===== src/rtl/masked_mac_pe.sv =====
module masked_mac_pe #(
  parameter int ACT_W = 8,
  parameter int WT_W  = 8,
  parameter int ACC_W = 32,
  parameter logic [WT_W-1:0] WT_MASK = '0
) (
  input  logic             clk,
  input  logic             rst_n,
  input  logic             in_valid,
  input  logic             acc_clear,
  input  logic [ACT_W-1:0] act_in,
  input  logic [WT_W-1:0]  wt_in,
  output logic [ACC_W-1:0] acc_out,
  output logic             mask_err
);
  localparam int PROD_W = ACT_W + WT_W;

  function automatic int count_kept();
    int n = 0;
    for (int i = 0; i < WT_W; i++) if (!WT_MASK[i]) n++;
    return n;
  endfunction

  function automatic int kept_pos(input int k);
    int n = 0;
    for (int i = 0; i < WT_W; i++)
      if (!WT_MASK[i]) begin
        if (n == k) return i;
        n++;
      end
    return 0;
  endfunction

  localparam int KEPT   = count_kept();
  localparam int LVLS   = (KEPT <= 1) ? 0 : $clog2(KEPT);
  localparam int LEAVES = 1 << LVLS;

  logic [PROD_W-1:0] node [0:2*LEAVES-2];
  logic [ACC_W-1:0]  acc_q;
  logic              err_q;

  for (genvar k = 0; k < LEAVES; k++) begin : g_row
    if (k < KEPT) begin : g_live
      localparam int P = kept_pos(k);
      assign node[LEAVES-1+k] =
        {{WT_W{1'b0}}, act_in & {ACT_W{wt_in[P]}}} << P;
    end else begin : g_pad
      assign node[LEAVES-1+k] = '0;
    end
  end

  for (genvar n = 0; n < LEAVES - 1; n++) begin : g_tree
    assign node[n] = node[2*n+1] + node[2*n+2];
  end

  wire [ACC_W-1:0] prod_ext = ACC_W'(node[0]);
  wire             bad_wt   = |(wt_in & WT_MASK);

  always_ff @(posedge clk or negedge rst_n) begin
    if (!rst_n) begin
      acc_q <= '0;
      err_q <= 1'b0;
    end else if (in_valid) begin
      acc_q <= acc_clear ? prod_ext : acc_q + prod_ext;
      err_q <= err_q | bad_wt;
    end
  end

  assign acc_out  = acc_q;
  assign mask_err = err_q;

  a_r3_clear_loads: assert property (@(posedge clk) disable iff (!rst_n)
    in_valid && acc_clear |=> acc_out ==
      ACC_W'($past(wt_in) & ~WT_MASK) * ACC_W'($past(act_in)));

  a_r4_accumulate: assert property (@(posedge clk) disable iff (!rst_n)
    in_valid && !acc_clear |=> acc_out == $past(acc_out) +
      ACC_W'($past(wt_in) & ~WT_MASK) * ACC_W'($past(act_in)));

  a_r5_hold: assert property (@(posedge clk) disable iff (!rst_n)
    !in_valid |=> $stable(acc_out) && $stable(mask_err));

  a_r6_flag_rises: assert property (@(posedge clk) disable iff (!rst_n)
    in_valid && ((wt_in & WT_MASK) != '0) |=> mask_err);

  a_r7_flag_sticky: assert property (@(posedge clk) disable iff (!rst_n)
    mask_err |=> mask_err);
endmodule


===== config.mk =====
export PLATFORM = sky130hd
export DESIGN_NAME = masked_mac_pe
export DESIGN_NICKNAME = d
export VERILOG_FILES = /design/src/rtl/masked_mac_pe.sv
export SDC_FILE = /design/constraint.sdc
export NUM_CORES = 1
export LEC_CHECK = 0
export BUFFER_PORTS_ARGS = -buffer_cell sky130_fd_sc_hd__buf_2
export CAP_MARGIN = 10
export CORE_ASPECT_RATIO = 0.5
export CORE_MARGIN = 5
export CORE_UTILIZATION = 45
export DETAILED_ROUTE_END_ITERATION = 10
export PLACE_DENSITY = 0.69
export SLEW_MARGIN = 20
export SYNTH_ARGS = -nofsm -noshare
export SYNTH_HDL_FRONTEND = slang
export SYNTH_SLANG_ARGS = --single-unit
export TNS_END_PERCENT = 5

===== constraint.sdc =====
create_clock -name clk -period 3.1 [get_ports clk]
set_input_delay 0.93 -clock clk [delete_from_list [all_inputs] [get_ports clk]]
set_output_delay 0.93 -clock clk [all_outputs]
set_load 0.1 [all_outputs]

==> flow_summary.toml <==
[worst_setup_path]
worst-endpoint-arrival_ns = 7.04
r2r_setup_slack_ns = 0.38
setup.worst_path.end_class = "flip-flop"
cp-start-kind = "input port"
required_ns = 3.31
critical-path-top-delay-family = "adder cells"
maximum_fanout_along_the_worst_path = 5
highest_delay_cell_along_the_critical_path = "sky130_fd_sc_hd__or4_1"
cp_num_buf_inv = 2
criticalPathCategory = "in -> reg"
crit_path_max_incr_delay_ns = 0.56
cpMostUsedCell = "sky130_fd_sc_hd__a21oi_2"

[sta]
worst_slack_ns = -3.729
final_period_minus_worst_setup_slack_ns = 6.829
timing.setup.tns_ns = -89.02
drv_slew = 0
grt_setup_unrepaired = "true"
hold_violations = 0
maxSlewHeadroom = 0.4988
final_min_period_over_clock_period = 2.203
report.final.setup_viol = 29
worst-slew-pin-transition_ns = 0.7518
clock-skew-final_ns = 0.006613
fmaxAchievable_mhz = 146.4

[layout]
filler_cell_count = 792
drive_gt1_frac = 0.3443
stdcell_count = 803
num-nets-final = 774
area_growth_syn_to_layout_pct = 37.78
antenna-diode-count = 0
number_of_flip_flops_under_the_largest_register_name = 32
core_occupancy_in_the_finished_layout = 0.6379

[yosys]
post_synth_inst_count = 517
synth-warning-count = 0
synth-edff-count = 0
synth_fp_nets = 624
syn_area_per_cell_um2 = 8.487
distinct_cell_type_count_after_synthesis = 56
synth_sequential_area_ratio = 0.1825
synthFlopType = "sky130_fd_sc_hd__dfrtp_1"
postSynth.asyncResetShare = 1.000
synth-seq-cells = 32
synth_area_um2 = 4388

[route]
ant_nets = 0
avgViaCountPerCell = 5.235
route.detailed.drc = 0
drt_iter0_drc = 151
drt_wl_total_mm = 11.87
route.detailed.wl_per_inst_um = 14.78
initial_drt_pass_iterations = 4
detailroute.via_count = 4204

[placement]
portBuffers = 51
detailedPlacementHpwl_mm = 9.349
dpl.cell_count = 786
pre_cts_slack_ns = -4.199
routability_congestion = 0.9031

[floorplan]
site_rows = 25
die_y_um = 79.83
initial_core_util = 0.4630
floorplan.io_pins = 53
core-area_um2 = 9478
design.die.area_um2 = 11950
die_width_um = 149.7

[global_route]
globalRouteOverflowTotal = 0
grt_pass1_wl_mm = 20.17
pin_count_of_the_biggest_net_entering_global_routing = 33
initial_antenna_violation_count = 0
first_global_vias = 4253
grt_use_total = 0.2064

[clock_tree]
clockBufferDepth = 2
cts.htree.levels = 2
clkLatencyLatePin_ns = 0.28
cts-root-buf = "sky130_fd_sc_hd__clkbuf_16"
cts_bufs_inserted = 5
tritoncts = "done"
cts.clk_slew.worst_paths_ns = 0.05
numClockSinks = 32

[flow_run]
max-cap-violations = 0

[status]
result_of_the_run = "complete, but fails checks"
failed_checks = "negative setup slack"

[worst_hold_path]
holdCritPathClass = "reg -> reg"
layout make-up:
type	instances	area (um^2)	area share
repair buffers	159	1090	0.1803
clock inverters	2	35.03	0.005795
inverters	50	187.7	0.03104
multi-input cells	419	3635	0.6012
well taps	135	168.9	0.02794
clock buffers	6	128.9	0.02132
flip-flops and latches	32	800.8	0.1325
logic make-up after synthesis:
| logic type | Yosys count | synth area share |
|---|---|---|
| AND/OR/NAND/NOR | 175 | 0.1942 |
| AO/OA/AOI/OAI | 120 | 0.1791 |
| adder cells (fa/ha/maj) | 87 | 0.3080 |
| buffers and inverters | 66 | 0.06159 |
| flip-flops | 32 | 0.1825 |
| XOR/XNOR | 30 | 0.05988 |
| multiplexers | 6 | 0.01397 |
| other | 1 | 0.0008546 |
through the flow:
step / hold WS, ns / instance area [um^2]
after floorplan: 0.6344 / 4461
after global placement: 0.4950 / 5535
after detailed placement: 0.4840 / 5535
after CTS: 0.4913 / 5932
after global routing: 0.5106 / 6046
final: 0.4885 / 6046
final timing paths:
kind	from	end	cells after the start
max in group asynchronous	rst_n	acc_out[7]	1
setup / recovery	wt_in[0]	acc_out[30]	26
hold / removal	acc_out[21]	acc_out[21]	1
setup reg to reg	acc_out[0]	acc_out[24]	9
hold reg to reg	acc_out[21]	acc_out[21]	1
min in group asynchronous	rst_n	acc_out[0]	1
worst register-to-register path, cell delays in order, from the launching register on:
cell and delay [ns]:
sky130_fd_sc_hd__dfrtp_1 0.41, sky130_fd_sc_hd__ha_1 0.23, sky130_fd_sc_hd__fa_1 0.40, sky130_fd_sc_hd__a21oi_1 0.28
sky130_fd_sc_hd__o211ai_1 0.19, sky130_fd_sc_hd__a2111oi_1 0.53, sky130_fd_sc_hd__o21ai_2 0.22, sky130_fd_sc_hd__nand4_1 0.16
sky130_fd_sc_hd__xor2_1 0.14, sky130_fd_sc_hd__nor2_1 0.05
repair_timing:
action,CTS,global route
endpoints found under the setup margin,29,29
pin swaps,25,27
gates resized for setup,34,18
setup buffers,5,4
hold buffers,0,0
placed cells by master, fill, tap and decap left out, drive strengths merged, types with 6 or more instances in the layout:
cell    instances
and3           10
o21ai          21
nand3          14
a211oi          6
o31ai           7
xor2           17
a21oi          45
clkbuf          6
buf           159
nor2           33
and2           25
inv            50
fa             35
or4             6
xnor2          13
nand4           6
ha             52
a21o           10
dfrtp          32
nand2          63
routing by layer:
metal	vias to the layer above	wire, um	GRT usage
met2	90	5289	0.3532
met1	2018	5980	0.2858
li1	2090	-	-
met3	6	525	0.02326
met4	0	72	0.03832
met5	-	0	0
cells in the mapped netlist, types with 4 or more instances:
library cell               instances  share of area
sky130_fd_sc_hd__o21ai_1          15          0.017
sky130_fd_sc_hd__nor2_1           33          0.028
sky130_fd_sc_hd__and3_1            8          0.011
sky130_fd_sc_hd__a211oi_1          5         0.0086
sky130_fd_sc_hd__a21oi_1          45          0.051
sky130_fd_sc_hd__o31ai_1           7          0.012
sky130_fd_sc_hd__and2_1           25          0.036
sky130_fd_sc_hd__o21bai_1          4         0.0068
sky130_fd_sc_hd__nand2_1          63          0.054
sky130_fd_sc_hd__a21o_1           10          0.017
sky130_fd_sc_hd__a221o_1           4         0.0091
sky130_fd_sc_hd__xnor2_1          13          0.026
sky130_fd_sc_hd__nor3_1            5         0.0057
sky130_fd_sc_hd__dfrtp_1          32           0.18
sky130_fd_sc_hd__ha_1             52           0.15
sky130_fd_sc_hd__nand3_1          14          0.016
sky130_fd_sc_hd__xor2_1           17          0.034
sky130_fd_sc_hd__mux2i_1           5          0.011
sky130_fd_sc_hd__inv_1            47          0.040
sky130_fd_sc_hd__or4_1             6          0.010
sky130_fd_sc_hd__o211ai_1          5         0.0086
sky130_fd_sc_hd__clkbuf_1         12          0.010
sky130_fd_sc_hd__fa_1             35           0.16
sky130_fd_sc_hd__nand4_1           6         0.0086
sky130_fd_sc_hd__o21ai_0           6         0.0068
Power is left out: the tool's default activity adds up to more than one toggle a clock period on the data nets, which glitch-free logic cannot reach.
